[src/rtl/ivg_pkg.sv]
package ivg_pkg;
  localparam int unsigned DEF_ADDR_W = 16;
  localparam int unsigned DEF_PRIO_W = 6;
  localparam logic [15:0] DEF_VEC_BASE = 16'hFF80;

  // Word-sized table entries: byte address = base + 2*priority
  function automatic logic [DEF_ADDR_W-1:0] vec_of(
      input logic [DEF_ADDR_W-1:0] base,
      input logic [DEF_ADDR_W-1:0] prio);
    return base + (prio << 1);
  endfunction
endpackage

[src/rtl/ivg_prio_arbiter.sv]
module ivg_prio_arbiter #(
  parameter int unsigned NUM_SRC  = 6,
  parameter int unsigned PRIO_W   = 6,
  parameter logic [NUM_SRC*PRIO_W-1:0] SRC_PRIO = '0,
  localparam int unsigned ID_W    = (NUM_SRC > 1) ? $clog2(NUM_SRC) : 1
) (
  input  logic [NUM_SRC-1:0] elig,
  output logic               win_valid,
  output logic [ID_W-1:0]    win_id,
  output logic [PRIO_W-1:0]  win_prio
);
  logic [PRIO_W-1:0] prio_tab [NUM_SRC];

  for (genvar g = 0; g < NUM_SRC; g++) begin : g_unpack
    assign prio_tab[g] = SRC_PRIO[g*PRIO_W +: PRIO_W];
  end

  // Ascending scan with strict compare: on equal priority the lower index stays
  always_comb begin
    win_valid = 1'b0;
    win_id    = '0;
    win_prio  = '0;
    for (int i = 0; i < NUM_SRC; i++) begin
      if (elig[i] && (!win_valid || prio_tab[i] > win_prio)) begin
        win_valid = 1'b1;
        win_id    = ID_W'(i);
        win_prio  = prio_tab[i];
      end
    end
  end

  always_comb begin
    if (win_valid) begin
      assert_winner_eligible_R3: assert (elig[win_id]);
    end
  end
endmodule

[src/rtl/ivg_vector_calc.sv]
module ivg_vector_calc #(
  parameter int unsigned PRIO_W = 6,
  parameter int unsigned ADDR_W = 16,
  parameter logic [ADDR_W-1:0] VEC_BASE = 16'hFF80
) (
  input  logic [PRIO_W-1:0] prio,
  output logic [ADDR_W-1:0] addr
);
  logic [ADDR_W-1:0] offset;

  assign offset = ADDR_W'({prio, 1'b0});
  assign addr   = VEC_BASE + offset;
endmodule

[src/rtl/ivg_ack_decode.sv]
module ivg_ack_decode #(
  parameter int unsigned NUM_SRC = 6,
  localparam int unsigned ID_W   = (NUM_SRC > 1) ? $clog2(NUM_SRC) : 1
) (
  input  logic               clk,
  input  logic               rst,
  input  logic               fire,
  input  logic [ID_W-1:0]    id,
  output logic [NUM_SRC-1:0] ack_out
);
  logic [NUM_SRC-1:0] ack_q;

  for (genvar g = 0; g < NUM_SRC; g++) begin : g_bit
    always_ff @(posedge clk) begin
      if (rst) ack_q[g] <= 1'b0;
      else     ack_q[g] <= fire && (id == ID_W'(g));
    end
  end

  assign ack_out = ack_q;

  assert_ack_onehot_R7: assert property (@(posedge clk) disable iff (rst)
    $onehot0(ack_q));
  assert_ack_single_cycle_R7: assert property (@(posedge clk) disable iff (rst)
    (ack_q != '0) |=> (ack_q == '0));
endmodule

[src/rtl/ivg_gie_ctrl.sv]
module ivg_gie_ctrl (
  input  logic clk,
  input  logic rst,
  input  logic set_req,
  input  logic clr_req,
  input  logic accept,
  output logic gie_q
);
  always_ff @(posedge clk) begin
    if (rst)                    gie_q <= 1'b0;
    else if (clr_req || accept) gie_q <= 1'b0;
    else if (set_req)           gie_q <= 1'b1;
  end

  assert_clear_wins_R10: assert property (@(posedge clk) disable iff (rst)
    (clr_req || accept) |=> !gie_q);
  assert_set_takes_R10: assert property (@(posedge clk) disable iff (rst)
    (set_req && !clr_req && !accept) |=> gie_q);
endmodule

[src/rtl/irq_vector_gen.sv]
module irq_vector_gen #(
  parameter int unsigned NUM_SRC  = 6,
  parameter int unsigned PRIO_W   = ivg_pkg::DEF_PRIO_W,
  parameter int unsigned ADDR_W   = ivg_pkg::DEF_ADDR_W,
  parameter logic [ADDR_W-1:0] VEC_BASE = ivg_pkg::DEF_VEC_BASE,
  parameter logic [NUM_SRC*PRIO_W-1:0] SRC_PRIO =
    {6'd48, 6'd49, 6'd53, 6'd54, 6'd59, 6'd60},
  parameter logic [NUM_SRC-1:0] NMI_MASK = 6'b100000,
  localparam int unsigned ID_W = (NUM_SRC > 1) ? $clog2(NUM_SRC) : 1
) (
  input  logic               clk,
  input  logic               rst,
  input  logic [NUM_SRC-1:0] irq_req,
  input  logic [NUM_SRC-1:0] irq_en,
  input  logic               gie_set,
  input  logic               gie_clr,
  input  logic               irq_ack,
  output logic               irq_pending,
  output logic [ADDR_W-1:0]  vec_addr,
  output logic [ID_W-1:0]    src_id,
  output logic [NUM_SRC-1:0] src_ack,
  output logic               gie
);
  logic               gie_q;
  logic               pend_q;
  logic [ID_W-1:0]    sel_q;
  logic [ADDR_W-1:0]  vec_q;
  logic [NUM_SRC-1:0] elig;
  logic               win_valid;
  logic [ID_W-1:0]    win_id;
  logic [PRIO_W-1:0]  win_prio;
  logic [ADDR_W-1:0]  win_addr;
  logic               accept;
  logic               win_is_nmi;

  // Global enable gates only maskable lines
  assign elig   = irq_req & irq_en & ({NUM_SRC{gie_q}} | NMI_MASK);
  assign accept = pend_q && irq_ack;

  ivg_prio_arbiter #(
    .NUM_SRC (NUM_SRC),
    .PRIO_W  (PRIO_W),
    .SRC_PRIO(SRC_PRIO)
  ) u_arb (
    .elig     (elig),
    .win_valid(win_valid),
    .win_id   (win_id),
    .win_prio (win_prio)
  );

  ivg_vector_calc #(
    .PRIO_W  (PRIO_W),
    .ADDR_W  (ADDR_W),
    .VEC_BASE(VEC_BASE)
  ) u_vec (
    .prio(win_prio),
    .addr(win_addr)
  );

  ivg_ack_decode #(
    .NUM_SRC(NUM_SRC)
  ) u_ack (
    .clk    (clk),
    .rst    (rst),
    .fire   (accept),
    .id     (sel_q),
    .ack_out(src_ack)
  );

  ivg_gie_ctrl u_gie (
    .clk    (clk),
    .rst    (rst),
    .set_req(gie_set),
    .clr_req(gie_clr),
    .accept (accept),
    .gie_q  (gie_q)
  );

  // Capture on an idle edge, hold until the acknowledge
  always_ff @(posedge clk) begin
    if (rst) begin
      pend_q <= 1'b0;
      sel_q  <= '0;
      vec_q  <= VEC_BASE;
    end else if (pend_q) begin
      if (irq_ack) pend_q <= 1'b0;
    end else if (win_valid) begin
      pend_q <= 1'b1;
      sel_q  <= win_id;
      vec_q  <= win_addr;
    end
  end

  assign irq_pending = pend_q;
  assign vec_addr    = vec_q;
  assign src_id      = sel_q;
  assign gie         = gie_q;
  assign win_is_nmi  = NMI_MASK[win_id];

  assert_hold_until_ack_R6: assert property (@(posedge clk) disable iff (rst)
    (pend_q && !irq_ack) |=> (pend_q && $stable(vec_q) && $stable(sel_q)));
  assert_ack_effects_R7: assert property (@(posedge clk) disable iff (rst)
    accept |=> (!pend_q && !gie_q && src_ack[sel_q]));
  assert_mask_by_gie_R4: assert property (@(posedge clk) disable iff (rst)
    (!pend_q && win_valid && !gie_q) |-> win_is_nmi);
  assert_idle_vec_hold_R9: assert property (@(posedge clk) disable iff (rst)
    (!pend_q && !win_valid) |=> (!pend_q && $stable(vec_q)));
  assert_ack_only_after_accept_R8: assert property (@(posedge clk) disable iff (rst)
    (src_ack != '0) |-> $past(accept));
endmodule

[config.mk]
export PLATFORM = sky130hd
export DESIGN_NAME = irq_vector_gen
export DESIGN_NICKNAME = d
export VERILOG_FILES = /design/src/rtl/ivg_pkg.sv /design/src/rtl/ivg_prio_arbiter.sv /design/src/rtl/ivg_vector_calc.sv /design/src/rtl/ivg_ack_decode.sv /design/src/rtl/ivg_gie_ctrl.sv /design/src/rtl/irq_vector_gen.sv
export SDC_FILE = /design/constraint.sdc
export NUM_CORES = 1
export LEC_CHECK = 0
export BUFFER_PORTS_ARGS = -buffer_cell sky130_fd_sc_hd__clkbuf_2
export CAP_MARGIN = 10
export CORE_ASPECT_RATIO = 1.4
export CORE_MARGIN = 5
export CORE_UTILIZATION = 50
export DETAILED_ROUTE_END_ITERATION = 6
export PLACE_DENSITY = 0.83
export SLEW_MARGIN = 20
export SYNTH_ARGS = -nofsm -noshare
export SYNTH_HDL_FRONTEND = slang
export SYNTH_HIERARCHICAL = 1
export SYNTH_SLANG_ARGS = --single-unit
[constraint.sdc]
create_clock -name clk -period 1.64 [get_ports clk]
set_input_delay 0.082 -clock clk [delete_from_list [all_inputs] [get_ports clk]]
set_output_delay 0.082 -clock clk [all_outputs]
set_load 0.1 [all_outputs]
# After elaboration in Yosys (flattened, before gate mapping)

Cells that the tools add are included.

Register bits: 27
Bits of input ports: 17
Output and inout bits: 27
Logic and storage cells: 70

Add/sub/neg operators: 1
$lt $le $gt $ge: 5
Eq/ne operators: 5
Mux-type cells: 20
Bitwise operators: 3
Reduce and logical (&&, ||, !) cells: 26

Operator list:

| kind                | number |
|---|---|
| $mux 6              | 6 |
| $gt 6x6->1 const A  | 5 |
| $and 6x6->6         | 2 |
| $logic_and 1x1->1   | 12 |
| $mux 1              | 10 |
| $add 8x8->9 const A | 1 |
| $eq 3x2->1 const B  | 2 |
| $eq 3x3->1 const B  | 2 |
| $logic_or 1x1->1    | 6 |
| $mux 3              | 2 |
| $logic_not 1->1     | 5 |
| $mux 2              | 2 |
| $eq 3x1->1 const B  | 1 |
| $logic_not 3->1     | 1 |
| $reduce_and 2->1    | 1 |
| $reduce_or 2->1     | 1 |
| $not 1->1           | 1 |

# Logic depth before layout (Yosys ltp)

Gate-level depths: netlist of run 1.

Word-level depth: 25
Depth in mapped cells: 7
Depth with buffers taken out: 5

# By module

The synthesis of run 1 kept the hierarchy.

By module, submodules not included:

| module           | times used | cells each | area each (um^2) | seq. area each (um^2) |
|---|---|---|---|---|
| irq_vector_gen   | 1          | 95         | 907.1            | 400.4 |
| ivg_ack_decode   | 1          | 17         | 180.2            | 120.1 |
| ivg_vector_calc  | 1          | 18         | 127.6            | 0.0 |
| ivg_prio_arbiter | 1          | 18         | 103.8            | 0.0 |
| ivg_gie_ctrl     | 1          | 3          | 36.3             | 20.0 |

# Worst setup path after synthesis of run 1

Ideal clock, no wire load.

Path kind: register -> register
From: register u_gie.gie_q
To: register pend_q, in the netlist irq_pending
Setup time: 0.115 ns
Data arrival time: 1.957 ns
Required time: 1.525 ns
Path slack: -0.432 ns
Stages on the path, launching flop included: 7
Buffers on the path: 1
Clock period less this slack: 2.072 ns
Path through: dfxtp_1 > and3_1 > nor4_2 > nand2_1 > nor2b_2 > buf_6 > o21ba_1

Elaborated cells on any way between the ends: 34
Classes of those cells: 5 x order compare; 13 x mux; 1 x bitwise; 15 x reduce/logical

RTL lines:

| element                                              | line                   | text |
|---|---|---|
| from (decl)                                          | ivg_gie_ctrl.sv:7      | `output logic gie_q` |
| from (signal assigned)                               | ivg_gie_ctrl.sv:10     | `if (rst) gie_q <= 1'b0;` |
| from (signal assigned)                               | ivg_gie_ctrl.sv:11     | `else if (clr_req \|\| accept) gie_q <= 1'b0;` |
| from (signal assigned)                               | ivg_gie_ctrl.sv:12     | `else if (set_req) gie_q <= 1'b1;` |
| $and 6x6->6 *                                        | irq_vector_gen.sv:37   | `assign elig = irq_req & irq_en & ({NUM_SRC{gie_q}} \| NMI_MASK);` |
| via elig[1]                                          | irq_vector_gen.sv:28   | `logic [NUM_SRC-1:0] elig;` |
| $logic_and 1x1->1 *                                  | ivg_prio_arbiter.sv:24 | `if (elig[i] && (!win_valid \|\| prio_tab[i] > win_prio)) begin` |
| $mux 6 / $mux 1 (equally long branches)              | ivg_prio_arbiter.sv:24 |  |
| $gt 6x6->1 / $logic_not 1->1 (equally long branches) | ivg_prio_arbiter.sv:24 |  |
| $logic_or 1x1->1                                     | ivg_prio_arbiter.sv:24 |  |
| $logic_and 1x1->1                                    | ivg_prio_arbiter.sv:24 |  |
| $mux 6 / $mux 1 (equally long branches)              | ivg_prio_arbiter.sv:24 |  |
| (+7 left out)                                        | --                     |  |
| $mux 6 / $mux 1 (equally long branches)              | ivg_prio_arbiter.sv:24 |  |
| $gt 6x6->1 / $logic_not 1->1 (equally long branches) | ivg_prio_arbiter.sv:24 |  |
| $logic_or 1x1->1                                     | ivg_prio_arbiter.sv:24 |  |
| $logic_and 1x1->1                                    | ivg_prio_arbiter.sv:24 |  |
| $mux 1 *                                             | ivg_prio_arbiter.sv:24 |  |
| via win_valid                                        | irq_vector_gen.sv:29   | `logic win_valid;` |
| $mux 1 *                                             | irq_vector_gen.sv:87   | `end else if (win_valid) begin` |
| $mux 1 *                                             | irq_vector_gen.sv:85   | `end else if (pend_q) begin` |
| to (signal assigned)                                 | irq_vector_gen.sv:82   | `pend_q <= 1'b0;` |
| to (signal assigned)                                 | irq_vector_gen.sv:86   | `if (irq_ack) pend_q <= 1'b0;` |
| to (signal assigned)                                 | irq_vector_gen.sv:88   | `pend_q <= 1'b1;` |
| to (decl)                                            | irq_vector_gen.sv:25   | `logic pend_q;` |

The timed path passes the listed nets; every way through them passes the cells marked *.
A chain may end at the register's enable or synchronous reset.

# Final worst setup path of run 1

Ends and elaborated chain as after synthesis.

==> results.toml, run 1 <==
[critical_path]
end_kind = "flop"
reg2reg_slack_ns = 0.12
cp.required_ns = 1.86
start_kind = "flop"
cp_max_fo = 10
r2r_start = "u_gie/gie_q$_SDFFE_PP0P_"
slowest_stage = "dfxtp_4"
reg2reg_depth = 5
path_depth = 5
crit_type = "reg2reg"
crit_path_max_incr_delay_ns = 0.38
crit_arrival_ns = 1.73
cp-startpoint = "u_gie/gie_q$_SDFFE_PP0P_"
path_cells = "and3_4, nor4_2, nand2_1, nor2b_2, o21ba_1"
path_buf_inv = 0
r2r_end = "irq_pending$_SDFF_PP0_"
cp_top_family = "simple AND/OR/NAND/NOR gates"
crit_end = "irq_pending$_SDFF_PP0_"

[sta]
fmax_ghz = 0.659
setup_viol = 0
hold_viol = 0
maxSlewHeadroom = 0.637
rsz0062_at_grt = "no"
tightest_slew_ns = 0.547
min_period_over_period = 0.925
worst_clock_skew_ns = 0.000875
final_max_slew_viol_count = 0
min_period_ns = 1.52

[final_layout]
postLayoutCellArea_um2 = 1610
n_fill_cell = 233
drive_gt1_frac = 0.347
multi_input_area_um2 = 676
layout_common_cells = "clkbuf_2 (43), nor2_1 (27), dfxtp_1 (25)"
layout.nets = 211
fin_util = 0.614
seq_area_um2 = 548
final_common_cell = "clkbuf_2"
area_delta_synth_final_pct = 18.6
insertedDiodeCount = 0

[power]
cellLeakagePower_nw = 0.738
peakVddDrop_mv = 0.415
power.density_nw_per_um2 = 905

[yosys]
synth_top_flop_cell = "dfxtp_1"
yosysTopAreaCell = "dfxtp_1"
synth.distinct_cells = 28
synth-seq-cells = 27
yosysTopAreaCellShare = 0.399
synth.avg_cell_area_um2 = 8.97
async_flop_share = 0
synth_area_leaders = "dfxtp_1 (40%), buf_4 (10%), nand4bb_1 (8.3%), nor2_1 (7.5%), mux2i_1 (6.6%)"
synth_edf_count = 0
netlist_area_um2 = 1360
synth_warnings = 6
seq_area_frac_synth = 0.399
syn_inst = 151

[routing]
drc_errors = 0
final_antenna_net_count = 0
dr.pass1.iters = 4
dr.first_iter.drc_count = 13
avgViaCountPerCell = 4.77
routed_wl_um = 2700
vias = 1093
wl_per_cell_um = 11.8

[global_routing]
grt_usage = 0.150
grt_max_degree = 24
grt_overflow = 0
antenna_found_initial = 0
grt_first_pass_wirelength_um = 4440
grt_pass1_vias = 1058

[die]
initial_core_util = 0.518
floorplan.core_area_um2 = 2620
dieArea_um2 = 3870
fp-row-count = 22
die_h_um = 71.6
die_x_um = 54.0
ios = 44

[cts]
cts_tree = "built"
path_clk_slew_ns = 0.13
post-cts-setup-buffer-count = 0
clk_latency_ns = 0.31
cts-buffers-inserted = 3
clock_path_buffers = 2
h-tree-depth = 1
cts-root-buf = "clkbuf_4"
cts_sinks = 27

[placement]
io_buffers = 43
gp_congestion = 0.835
dp.final_hpwl_um = 2120
placed_cell_area_um2 = 1560

[hold_path]
hold_class = "in2reg"

[run]
maxCapViolations = 0

[run_status]
status = "complete, no violations"
[logic make-up (layout without fill, tap and decap cells)]
group                  after synthesis  in the layout  share of synthesized area
and+or+nand+nor                     70             71                      0.321
buffers and inverters               28             61                      0.142
DFF                                 27             27                      0.399
AOI/OAI and AO/OA                   15             15                     0.0656
muxes                                9              9                     0.0665
other                                2             10                    0.00554
[state kept, by name, summed over array words and instances (netlist names)]
signal and count:
vec_addr 16, u_ack/ack_out 6, src_id 3, irq_pending 1, u_gie/gie_q 1
[cells in the mapped netlist (2+ instances only)]
| master | instances |
|---|---|
| nand2_1 | 2 |
| nor4_2 | 2 |
| o21ai_1 | 10 |
| o21bai_1 | 2 |
| inv_1 | 3 |
| nand2b_1 | 12 |
| dfxtp_1 | 27 |
| buf_6 | 2 |
| mux2i_1 | 9 |
| and3_1 | 5 |
| clkbuf_2 | 3 |
| conb_1 | 2 |
| and2_1 | 2 |
| nor3_1 | 4 |
| buf_4 | 18 |
| nand4bb_1 | 10 |
| nor2_1 | 27 |
[what timing repair did]
| action | CTS | global route |
|---|---|---|
| hold buffers | 1 | 0 |
| resized for setup | 1 | 0 |
| hold endpoints to repair | 1 | 0 |
| cloned | 0 | 1 |
| endpoints found under the setup margin | 20 | 9 |
[how the worst min path moves through the flow]
stage / startpoint / end / cells after the start
floorplan: gie_clr / u_gie/gie_q$_SDFFE_PP0P_ / 1
global placement: gie_clr / u_gie/gie_q$_SDFFE_PP0P_ / 2
detailed placement: gie_clr / u_gie/gie_q$_SDFFE_PP0P_ / 2
CTS: gie_set / u_gie/gie_q$_SDFFE_PP0P_ / 3
global route: gie_set / u_gie/gie_q$_SDFFE_PP0P_ / 3
finish: gie_set / u_gie/gie_q$_SDFFE_PP0P_ / 3
[tightest hold or removal path: cells and delay by family]
family	cells	cell delay (ns)
simple gates	2	0.17
buf+inv	1	0.08
[stage by stage]
stage | setup TNS, ns | cells | hold slack (ns) | setup WS (ns) | power [mW]
finish | 0 | 229 | 0.0528 | 0.124 | 1.45
global route | 0 | 229 | 0.0761 | 0.00913 | 1.51
CTS | 0 | 228 | 0.0432 | 0.0718 | 1.46
detailed placement | -3.26 | 223 | 0.270 | -0.198 | 1.19
global placement | -1.90 | 223 | 0.273 | -0.105 | 1.18
floorplan | -0.0243 | 159 | 0.145 | -0.0243 | 1.15
[power by group]
group          switching [mW]  internal [mW]  total (mW)
sequential             0.0289          0.690       0.719
clock                   0.174         0.0948       0.268
combinational           0.351          0.115       0.466
total                   0.553          0.900        1.45
[per-layer routing]
| layer | share of wire | vias up | track usage |
|---|---|---|---|
| met2 | 0.53 | 25 | 0.271 |
| met1 | 0.41 | 501 | 0.173 |
| met4 | 0.011 | 0 | 0.0582 |
| met5 | 0 | - | 0 |
| met3 | 0.045 | 2 | 0.0166 |
| li1 | - | 565 | - |
[final cells by class]
| class | instances | area share |
|---|---|---|
| Sequential cell | 27 | 0.341 |
| Tap cell | 36 | 0.0280 |
| Inverter | 3 | 0.00701 |
| Timing Repair Buffer | 54 | 0.187 |
| Multi-Input combinational cell | 105 | 0.421 |
| Clock buffer | 4 | 0.0164 |
No activity file was read; power rests on OpenSTA's default activity.
==> inputs of run 2 (changes only) <==
==> constraint.sdc (replaced) <==
create_clock -name clk -period 1.64 [get_ports clk]
set_input_delay 0.246 -clock clk [delete_from_list [all_inputs] [get_ports clk]]
set_output_delay 0.246 -clock clk [all_outputs]
set_load 0.1 [all_outputs]
==> run 2 against run 1 <==
  * Clock skew increased by 0.00057 ns
  * Global-route usage up 0.36 points
  * Hold slack improved by 0.027 ns
  * Routed wire length up 2.4%
  * Utilization rose by 0.33 points
  * Non-clock buffer count down 1
  * Worst setup slack lost 0.018 ns
  * First-iteration DRC count rose by 100%
  * Sequential share of layout area decreased by 0.18 points
  * Clock-buffer cell count did not move
==> results.toml, run 2 (synthesis gave the netlist of run 1 again) <==
[sta]
worst_slack_ns = 0.106
tns_ns = 0
worst_clock_skew_ns = 0.00144
hold_viol = 0
min_period_over_period = 0.936
fmax_ghz = 0.652
whs_ns = 0.0803
min_period_ns = 1.53
final_max_slew_viol_count = 0
setup_viol = 0
tightest_slew_ns = 0.545
maxSlewHeadroom = 0.638
rsz0062_at_grt = "no"

[final_layout]
instances_no_fill = 228
largest_reg_flops = 16
layout.nets = 210
final_common_cell = "clkbuf_2"
postLayoutCellArea_um2 = 1620
area_delta_synth_final_pct = 19.2
fin_util = 0.618
multi_input_area_um2 = 694
n_fill_cell = 229
layout_common_cells = "clkbuf_2 (43), nor2_1 (27), dfxtp_1 (25)"
seq_area_um2 = 548
drive_gt1_frac = 0.354
insertedDiodeCount = 0

[die]
dieArea_um2 = 3870
fp-row-count = 22
initial_core_util = 0.518
die_h_um = 71.6
floorplan.core_area_um2 = 2620
die_x_um = 54.0
ios = 44

[global_routing]
grt_first_pass_wirelength_um = 4500
antenna_found_initial = 0
grt_pass1_vias = 1041
grt_max_degree = 41
grt_overflow = 0
grt_usage = 0.154

[critical_path]
crit_arrival_ns = 1.29
crit_path_max_incr_delay_ns = 0.50
end_kind = "output pin"
reg2reg_slack_ns = 0.16
slowest_stage = "clkbuf_2"
cp.required_ns = 1.39
start_kind = "flop"
path_cells = "clkbuf_2"
cp_max_fo = 7
path_buf_inv = 1
cp_top_family = "buffers and inverters"
crit_type = "reg2out"

[power]
switching_share = 0.385
peakVddDrop_mv = 0.468
switchingPower_uw = 566
power_mw = 1.47
internal-power_uw = 903
p_comb_frac = 0.320
clkPwrFrac = 0.190
power.density_nw_per_um2 = 909
pwr-share-seq = 0.490
cellLeakagePower_nw = 0.740

[routing]
final_antenna_net_count = 0
dr.first_iter.drc_count = 26
dr.pass1.iters = 4
vias = 1087
routed_wl_um = 2770
wl_per_cell_um = 12.1
drc_errors = 0
avgViaCountPerCell = 4.77

[placement]
dp.final_hpwl_um = 2060
placed_cell_area_um2 = 1560
io_buffers = 43
pre_cts_slack_ns = -0.243
gp_congestion = 0.836
dp_cells = 223

[cts]
cts-buffers-inserted = 3
post-cts-setup-buffer-count = 0
hold_buffers = 0
cts-root-buf = "clkbuf_4"
cts_tree = "built"
clk_latency_ns = 0.32
h-tree-depth = 1
path_clk_slew_ns = 0.13
cts_sinks = 27
clock_path_buffers = 2

[run]
maxCapViolations = 0

[hold_path]
hold_class = "in2reg"

[run_status]
status = "complete, no violations"
[run 2: cell count changes in the layout (fill, tap and decap cells not counted)]
cell           delta
nor4_2            -1
dlygate4sd3_1     -1
and3_1            -1
and3_4            +1
nor2b_4           +1
nor4_4            +1
nor2b_2           -1
[run 2: area by class of cell]
| type | count | share of cell area |
|---|---|---|
| Sequential cell | 27 | 0.339 |
| Tap cell | 36 | 0.0279 |
| Clock buffer | 4 | 0.0163 |
| Timing Repair Buffer | 53 | 0.180 |
| Inverter | 3 | 0.00697 |
| Multi-Input combinational cell | 105 | 0.430 |
[run 2: power by group through the flow]
stage,sequential (mW),clock [mW],combinational [mW]
after global placement,0.730,0,0.451
after detailed placement,0.732,0,0.458
after floorplan,0.975,0,0.171
final,0.720,0.279,0.469
after global routing,0.725,0.307,0.495
after CTS,0.718,0.281,0.461
[run 2: per-layer routing]
layer | track usage | wire length [um] | vias to the layer above
met2 | 0.270 | 1450 | 32
met4 | 0.0748 | 61 | 0
met3 | 0.00624 | 127 | 4
met1 | 0.184 | 1120 | 491
met5 | 0 | 0 | -
li1 | - | - | 560
[run 2: path summary, 6_finish.rpt]
check | start | end | depth (start not counted)
hold / removal | gie_clr | u_gie/gie_q$_SDFFE_PP0P_ | 2
setup / recovery | src_id[0]$_SDFFE_PP0P_ | src_id[0] | 1
hold reg to reg | vec_addr[6]$_SDFFE_PP0P_ | vec_addr[6]$_SDFFE_PP0P_ | 2
setup reg to reg | u_gie/gie_q$_SDFFE_PP0P_ | vec_addr[9]$_SDFFE_PP1P_ | 5
[run 2: timing repair]
item                                    CTS  global route
cloned                                    0             1
resized for setup                         1             3
endpoints found under the setup margin   20            18
